**config.mk**
```make
export PLATFORM = sky130hd
export DESIGN_NAME = gpio_pinstate
export DESIGN_NICKNAME = d
export VERILOG_FILES = /design/src/rtl/gpst_pkg.sv /design/src/rtl/gpst_tick.sv /design/src/rtl/gpst_sync.sv /design/src/rtl/gpst_out_latch.sv /design/src/rtl/gpst_pin_mux.sv /design/src/rtl/gpio_pinstate.sv
export SDC_FILE = /design/constraint.sdc
export NUM_CORES = 1
export LEC_CHECK = 0
export CAP_MARGIN = 10
export CORE_UTILIZATION = 40
export CTS_CLUSTER_SIZE = 14
export DETAILED_ROUTE_END_ITERATION = 10
export PLACE_DENSITY = 0.77
export SYNTH_ARGS = -nofsm -noshare
export SYNTH_HDL_FRONTEND = slang
export SYNTH_SLANG_ARGS = --single-unit
```
**constraint.sdc**
```tcl
create_clock -name clk -period 7.1 [get_ports clk]
set_input_delay 1.42 -clock clk [delete_from_list [all_inputs] [get_ports clk]]
set_output_delay 1.42 -clock clk [all_outputs]
set_load 0.01 [all_outputs]
```
**src/rtl/gpst_pkg.sv**
```systemverilog
package gpst_pkg;
    localparam int unsigned PIN_COUNT  = 22;
    localparam int unsigned WORD_WIDTH = 32;
    localparam int unsigned DIV_WIDTH  = 16;

    typedef enum logic {
        TK_COUNT  = 1'b0,
        TK_SAMPLE = 1'b1
    } tick_state_e;
endpackage

```
**src/rtl/gpst_tick.sv**
```systemverilog
module gpst_tick #(
    parameter int unsigned DIV_W = gpst_pkg::DIV_WIDTH
) (
    input  logic             clk,
    input  logic             rst_n,
    input  logic [DIV_W-1:0] ratio,
    output logic             tick
);
    import gpst_pkg::*;

    tick_state_e      st_q, st_d;
    logic [DIV_W-1:0] cnt_q;
    logic [DIV_W-1:0] last_cnt;
    logic             ratio_one;

    assign ratio_one = (ratio <= DIV_W'(1));
    assign last_cnt  = ratio - DIV_W'(2);

    // state register
    always_ff @(posedge clk or negedge rst_n) begin
        if (!rst_n) begin
            st_q  <= TK_COUNT;
            cnt_q <= '0;
        end else begin
            st_q  <= st_d;
            cnt_q <= (st_q == TK_COUNT && st_d == TK_COUNT) ? cnt_q + DIV_W'(1) : '0;
        end
    end

    // next state and outputs
    always_comb begin
        st_d = st_q;
        tick = 1'b0;
        unique case (st_q)
            TK_COUNT: begin
                tick = ratio_one;
                if (ratio_one || cnt_q >= last_cnt) st_d = TK_SAMPLE;
            end
            TK_SAMPLE: begin
                tick = 1'b1;
                st_d = ratio_one ? TK_SAMPLE : TK_COUNT;
            end
            default: begin
                st_d = TK_COUNT;
                tick = 1'b0;
            end
        endcase
    end

    AST_TICK_SINGLE: assert property (@(posedge clk) disable iff (!rst_n)
        (tick && !ratio_one && $stable(ratio)) |=> !tick);
endmodule

```
**src/rtl/gpst_sync.sv**
```systemverilog
module gpst_sync #(
    parameter int unsigned W = gpst_pkg::PIN_COUNT
) (
    input  logic         clk,
    input  logic         rst_n,
    input  logic         tick,
    input  logic [W-1:0] pad_in,
    output logic [W-1:0] level
);
    logic [W-1:0] meta_q, stab_q, level_q;

    always_ff @(posedge clk or negedge rst_n) begin
        if (!rst_n) begin
            meta_q  <= '0;
            stab_q  <= '0;
            level_q <= '0;
        end else begin
            meta_q <= pad_in;
            stab_q <= meta_q;
            if (tick) level_q <= stab_q;
        end
    end

    assign level = level_q;

    AST_CAPTURE_HOLD: assert property (@(posedge clk) disable iff (!rst_n)
        !tick |=> $stable(level_q));
    AST_CAPTURE_LOAD: assert property (@(posedge clk) disable iff (!rst_n)
        tick |=> (level_q == $past(stab_q)));
endmodule

```
**src/rtl/gpst_out_latch.sv**
```systemverilog
module gpst_out_latch #(
    parameter int unsigned W = gpst_pkg::PIN_COUNT
) (
    input  logic         clk,
    input  logic         rst_n,
    input  logic         wr_en,
    input  logic [W-1:0] wr_bits,
    output logic [W-1:0] latch
);
    logic [W-1:0] latch_q;

    // deliberately without reset
    always_ff @(posedge clk) begin
        if (wr_en) latch_q <= wr_bits;
    end

    assign latch = latch_q;

    AST_LATCH_HOLD: assert property (@(posedge clk) disable iff (!rst_n)
        !wr_en |=> $stable(latch_q));
    AST_LATCH_LOAD: assert property (@(posedge clk) disable iff (!rst_n)
        wr_en |=> (latch_q == $past(wr_bits)));
endmodule

```
**src/rtl/gpst_pin_mux.sv**
```systemverilog
module gpst_pin_mux #(
    parameter int unsigned W = gpst_pkg::PIN_COUNT
) (
    input  logic [W-1:0] dir_out,
    input  logic [W-1:0] periph_en,
    input  logic [W-1:0] periph_oe,
    input  logic [W-1:0] periph_do,
    input  logic [W-1:0] latch,
    output logic [W-1:0] pad_out,
    output logic [W-1:0] pad_oe
);
    for (genvar i = 0; i < W; i++) begin : g_pin
        logic sw_own;
        assign sw_own     = dir_out[i] & ~periph_en[i];
        assign pad_out[i] = sw_own ? latch[i] : periph_do[i];
        assign pad_oe[i]  = periph_en[i] ? periph_oe[i] : dir_out[i];
    end
endmodule

```
**src/rtl/gpio_pinstate.sv**
```systemverilog
module gpio_pinstate #(
    parameter int unsigned NUM_PINS = gpst_pkg::PIN_COUNT,
    parameter int unsigned WORD_W   = gpst_pkg::WORD_WIDTH,
    parameter int unsigned DIV_W    = gpst_pkg::DIV_WIDTH
) (
    input  logic                clk,
    input  logic                rst_n,
    input  logic                wr_en,
    input  logic [WORD_W-1:0]   wr_data,
    output logic [WORD_W-1:0]   rd_data,
    input  logic [DIV_W-1:0]    div_ratio,
    input  logic [NUM_PINS-1:0] dir_out,
    input  logic [NUM_PINS-1:0] periph_en,
    input  logic [NUM_PINS-1:0] periph_oe,
    input  logic [NUM_PINS-1:0] periph_do,
    input  logic [NUM_PINS-1:0] pad_in,
    output logic [NUM_PINS-1:0] pad_out,
    output logic [NUM_PINS-1:0] pad_oe
);
    localparam int unsigned RSVD_W = WORD_W - NUM_PINS;

    logic                sample_tick;
    logic [NUM_PINS-1:0] latch_bits;
    logic [NUM_PINS-1:0] level_bits;

    gpst_tick #(.DIV_W(DIV_W)) u_tick (
        .clk   (clk),
        .rst_n (rst_n),
        .ratio (div_ratio),
        .tick  (sample_tick)
    );

    gpst_sync #(.W(NUM_PINS)) u_sync (
        .clk    (clk),
        .rst_n  (rst_n),
        .tick   (sample_tick),
        .pad_in (pad_in),
        .level  (level_bits)
    );

    gpst_out_latch #(.W(NUM_PINS)) u_latch (
        .clk     (clk),
        .rst_n   (rst_n),
        .wr_en   (wr_en),
        .wr_bits (wr_data[NUM_PINS-1:0]),
        .latch   (latch_bits)
    );

    gpst_pin_mux #(.W(NUM_PINS)) u_mux (
        .dir_out   (dir_out),
        .periph_en (periph_en),
        .periph_oe (periph_oe),
        .periph_do (periph_do),
        .latch     (latch_bits),
        .pad_out   (pad_out),
        .pad_oe    (pad_oe)
    );

    assign rd_data = {{RSVD_W{1'b0}}, level_bits};

    AST_RSVD_READ_ZERO: assert property (@(posedge clk) disable iff (!rst_n)
        rd_data[WORD_W-1:NUM_PINS] == '0);
    AST_RSVD_WRITE_IGNORED: assert property (@(posedge clk) disable iff (!rst_n)
        (wr_en && |wr_data[WORD_W-1:NUM_PINS]) |=> (rd_data[WORD_W-1:NUM_PINS] == '0));
    AST_PERIPH_PASS: assert property (@(posedge clk) disable iff (!rst_n)
        ((pad_out & periph_en) == (periph_do & periph_en)) &&
        ((pad_oe & periph_en) == (periph_oe & periph_en)));
    AST_IDLE_UNDRIVEN: assert property (@(posedge clk) disable iff (!rst_n)
        (pad_oe & ~dir_out & ~periph_en) == '0);
endmodule

```
# Word-level counts from Yosys, hierarchy flattened
# Index checks and enable logic that the tools add are counted.
totals:
  regBits: 105
  inputBits: 161
classes:
  mux: 49
  n_lt_le_gt_ge: 2
  n_bitwise: 46
  add_sub_neg: 2
  reduce_logical: 2
ops:
  columns: ["operator", "n"]
  rows:
  - ["two-way mux 1 bit", 46]
  - ["NOT 1 bit", 24]
  - ["AND 1 bit", 22]
  - ["adder 16 x 1 -> 16 bit (second input constant)", 1]
  - [">= comparator 16 bit", 1]
  - ["less-or-equal comparator 16 x 1 -> 1 bit (second input constant)", 1]
  - ["two-way mux 16 bit", 1]
  - ["subtractor 16 x 2 -> 16 bit (second input constant)", 1]
  - ["one-hot mux 1 bit (2 select lines)", 2]
  - ["logical AND 1 bit", 1]
  - ["logical OR 1 bit", 1]

# Logic depth before layout (Yosys ltp)
depth:
  depth_word: 8
  depth_mapped: 14
  ltp_nobuf: 12

# Hierarchy
# A second synthesis with hierarchy kept.
unflattened:
  cells_unflattened: 364
  area_unflattened_um2: 4852.2
modules_own_cells:
  columns: ["mod", "instances", "cells_per_inst", "area_each_um2"]
  rows:
  - ["gpst_sync", 1, 90, 1921.8]
  - ["gpst_tick", 1, 153, 1392.6]
  - ["gpst_pin_mux", 1, 88, 798.3]
  - ["gpst_out_latch", 1, 22, 660.6]
  - ["gpio_pinstate", 1, 11, 78.8]

# Worst setup path before layout
# Ideal clock, no wire load.
synth_timing:
  path_type: "input-to-reg"
  start: "input div_ratio[1]"
  end: "register u_tick.cnt_q[7]"
  arrival_ps: 4327
  cell_stages: 12
  path_buffers: 2
  slack_ps: 2704
  cell_sequence: "nor3_1 nand2_1 or4_1 xor2_1 ha_1 nand2_1 nor3_1 or4_4 or4b_1 buf_6 buf_12 nor2_4"
synth_via:
  elab_chain_cells: 8
  word_cells_on_any_way: 10
  classes_between: "add/sub: 1; order compare: 2; mux: 4; bitwise: 1; reduce/logical: 2"
synth_lines:
  columns: ["element", "line_no", "text"]
  rows:
  - ["start, declared", "gpio_pinstate.sv:11", "input logic [DIV_W-1:0] div_ratio,"]
  - ["subtractor 16 x 2 -> 16 bit", "gpst_tick.sv:17", "assign last_cnt = ratio - DIV_W'(2);"]
  - [">= comparator 16 bit", "gpst_tick.sv:37", "if (ratio_one || cnt_q >= last_cnt) st_d = TK_SAMPLE;"]
  - ["logical OR 1 bit", "gpst_tick.sv:37", null]
  - ["two-way mux 1 bit", "gpst_tick.sv:37", null]
  - ["one-hot mux 1 bit (2 select lines) *", "gpst_tick.sv:34", "unique case (st_q)"]
  - ["NOT 1 bit *", "gpst_tick.sv:26", "cnt_q <= (st_q == TK_COUNT && st_d == TK_COUNT) ? cnt_q + DIV_W'(1) : '0;"]
  - ["logical AND 1 bit *", "gpst_tick.sv:26", null]
  - ["two-way mux 16 bit *", "gpst_tick.sv:26", null]
  - ["end signal, assigned", "gpst_tick.sv:26", null]
  - ["end, declared", "gpst_tick.sv:12", "logic [DIV_W-1:0] cnt_q;"]
# Mark *: on every way between the ends. The rest lies on a longest branch, timed or not.
# A chain may end at the register's enable or synchronous reset.

# Worst setup path in the final report
layout_timing:
  start: "input div_ratio[3]"
  end: "register u_tick.cnt_q[15]"
# Same word-level chain as after synthesis.

==> results.cfg <==
[die]
die_h_um = 110
initial_core_util_pct = 40.9
core_area_um2 = 11400
row_count = 39
io_pins = 237
fp.dieW_um = 110
die-area_um2 = 12100

[power_and_ir_drop]
power.internal_uw = 1280
powerDensity_nw_per_um2 = 244
ir_drop_mv = 0.208
switching_share_pct = 27.7
clkPwrFrac_pct = 28.3
p_sw_uw = 489
seqPwrFrac_pct = 44.0
p_leak_uw = 0.00300
p_comb_share_pct = 27.6

[sta]
setup_tns_ns = 0
rsz0062_at_grt = false
finalCritPeriodShare_pct = 73.8
skew_ns = 0.00843
finalHoldViolCount = 0
whs_ns = 0.350
tightestPinTransition_ns = 1.03
maxSlewViolCount = 0
setup_ws_ns = 1.86
slew_headroom_pct = 31.5
setup-violations-final = 0
post-route-min-period_ns = 5.24
max_freq_ghz = 0.191

[clock_tree]
cts_tree = built
cts-buffers-inserted = 9
cts_max_level = 3
clk_pin_slew_ns = 0.07
hold_buffers = 0
clock_sinks = 105
cts-root-buf = clkbuf_16
cts.path.max_buffers = 2
cts_setup_buffers = 0
cts.repair.resized = 0
clk_latency_ns = 0.34

[global_routing]
grt_pass1_wl_mm = 16.9
grt_pass1_vias = 3543
grt_max_degree = 84
antenna_found_initial = 1
grt_use_total_pct = 18.8
grt.overflow.total = 0

[min_path]
min_path_type = reg -> reg

[synth]
syn_area_um2 = 4650
ys_warn_count = 0
postSynthAreaPerCell_um2 = 12.8
synthDistinctLibCells = 39
synth-seq-cells = 105
synth_cells = 363
seq_area_frac_synth_pct = 58.8

[cells_and_area]
nets = 765
syn_to_final_growth_pct = 55.5
drive_gt1_share_pct = 13.4

[placed_design]
dp_hpwl_mm = 8.96
place.gp.congestion = 0.793
portBuffers = 216
pre_cts_ws_ns = 1.54

[worst_setup_path]
crit_fanout = 15
cp_top_family = simple AND/OR/NAND/NOR gates
reg2reg_slack_ns = 4.29
crit_path_top_delay_cell = or4b_1
cp_cell_sequence = clkdlybuf4s50_1, nor3_1, nand2_1, or4_1, xor2_1, ha_1, nand2_1, nor3_1, or4_4, or4b_1, a21oi_1
cp.arrival_ns = 5.48
startpoint_type = input port
crit_buf_inv = 1
cp-end-kind = flop
cpPeakStageDelay_ns = 0.95
critical_path_class = in -> reg
cp.required_ns = 7.35

[drt]
antenna_left = 0
drt-wirelength-per-cell_um = 15.3
dr.pass1.iters = 4
via_count = 3482
drc = 0
via_per_inst = 4.74
drtIter0Drc = 118
wl_mm = 11.3

[run_status]
status = complete, no violations

[run]
cap_violations = 0
-- layer usage --
| metal | track usage, % | share of wire, % | up-vias |
|---|---|---|---|
| met5 | 0 | 0 | - |
| met4 | 8.86 | 2.3 | 0 |
| met3 | 4.39 | 7.3 | 17 |
| met2 | 34.5 | 53 | 128 |
| met1 | 20.2 | 37 | 1652 |
| li1 | - | - | 1685 |
-- worst reg2reg max path, stage by stage, from the launching register on --
cell,delay [ns]
dfrtp_1,0.44
ha_1,0.34
nand4_2,0.12
nor3_1,0.06
or4_4,0.53
or4b_1,0.95
a21oi_1,0.29
-- metrics by stage --
stage	utilization (%)	cells	power, uW	cell area [um^2]
floorplan	-	372	982	4690
global route	63.6	735	1860	7230
global placement	60.8	718	1260	6920
CTS	63.6	734	1790	7230
finish	63.6	735	1770	7230
detailed placement	60.8	718	1280	6920
-- synthesized netlist by cell type --
cell | count | share of area, %
dfrtp_1 | 83 | 45
nand2_1 | 54 | 4.4
mux2_2 | 44 | 11
nand2b_1 | 23 | 3.1
edfxtp_1 | 22 | 14
ha_1 | 18 | 4.8
xnor2_1 | 15 | 2.8
nor2_1 | 13 | 1.0
xor2_1 | 11 | 2.1
buf_4 | 10 | 1.6
nor2_4 | 9 | 2.2
nor3_1 | 9 | 0.97
nand3_1 | 8 | 0.86
a21oi_1 | 6 | 0.65
inv_1 | 6 | 0.48
nand4_1 | 4 | 0.54
a21o_1 | 2 | 0.32
buf_2 | 2 | 0.22
nor2_2 | 2 | 0.27
o21ai_0 | 2 | 0.22
or4_4 | 2 | 0.48
a211oi_1 | 1 | 0.16
a21boi_0 | 1 | 0.16
a41oi_1 | 1 | 0.19
a41oi_2 | 1 | 0.35
and3_1 | 1 | 0.13
buf_12 | 1 | 0.43
buf_6 | 1 | 0.24
conb_1 | 1 | 0.081
nand3b_1 | 1 | 0.16
nand4_2 | 1 | 0.27
nor3b_1 | 1 | 0.16
nor4_1 | 1 | 0.13
o2111ai_1 | 1 | 0.19
or2_2 | 1 | 0.13
or3_1 | 1 | 0.13
or3_2 | 1 | 0.16
or4_1 | 1 | 0.16
or4b_1 | 1 | 0.22
-- flip-flops by register name, indices dropped and copies added (netlist names) --
signal         cells
u_tick.st_q        1
u_tick.cnt_q      16
u_sync.meta_q     22
u_latch.latch     22
u_sync.level      22
u_sync.stab_q     22
-- final cells by class --
cell class | count | area [um^2]
Antenna cell | 1 | 2.50
Clock buffer | 9 | 225
Clock inverter | 7 | 91.3
Fill cell | 918 | 4140
Inverter | 6 | 22.5
Multi-Input combinational cell | 247 | 1810
Sequential cell | 105 | 2740
Tap cell | 143 | 179
Timing Repair Buffer | 217 | 2170
-- worst paths after layout --
kind / startpoint / to / cells after the start
max in group asynchronous: rst_n / u_tick.cnt_q[12]$_DFF_PN0_ / 1
setup / recovery: div_ratio[3] / u_tick.cnt_q[15]$_DFF_PN0_ / 11
min in group asynchronous: rst_n / u_tick.st_q$_DFF_PN0_ / 1
hold / removal: u_sync.meta_q[9]$_DFF_PN0_ / u_sync.stab_q[9]$_DFF_PN0_ / 0
setup reg to reg: u_tick.cnt_q[13]$_DFF_PN0_ / u_tick.cnt_q[15]$_DFF_PN0_ / 6
hold reg to reg: u_sync.meta_q[9]$_DFF_PN0_ / u_sync.stab_q[9]$_DFF_PN0_ / 0
-- cell usage in the layout (no fill, tap or decap), drive strengths merged, types with 2 or more instances in the layout --
| master | netlist | final |
|---|---|---|
| nand3 | 8 | 8 |
| clkdlybuf4s50 | 0 | 215 |
| inv | 6 | 10 |
| nor2 | 24 | 24 |
| xor2 | 11 | 11 |
| nand2b | 23 | 23 |
| clkbuf | 0 | 9 |
| clkinv | 0 | 3 |
| ha | 18 | 18 |
| nand4 | 5 | 5 |
| a21oi | 6 | 6 |
| or3 | 2 | 2 |
| a21o | 2 | 2 |
| nand2 | 54 | 54 |
| edfxtp | 22 | 22 |
| dfrtp | 83 | 83 |
| buf | 14 | 2 |
| conb | 1 | 10 |
| xnor2 | 15 | 15 |
| o21ai | 2 | 2 |
| mux2 | 44 | 44 |
| nor3 | 9 | 9 |
| or4 | 3 | 3 |
| a41oi | 2 | 2 |
-- cells by family (layout without fill, tap and decap cells) --
family	after synthesis	after routing	share of synthesized area, %
fa+ha+maj	18	18	4.84
flops	105	105	58.8
simple gates	134	134	15.5
mux	44	44	10.7
buf+inv	20	239	2.99
xor+xnor	26	26	4.90
other cells	1	11	0.0806
compound gates	15	15	2.23
-- power groups by stage --
stage                     Sequential [uW]  Clock [uW]  Combinational (uW)
final                                 778         501                 489
after CTS                             780         517                 496
after global placement                786           0                 479
after global routing                  792         542                 530
after floorplan                       806           0                 175
after detailed placement              790           0                 493
No activity file was read; power rests on OpenSTA's default activity.
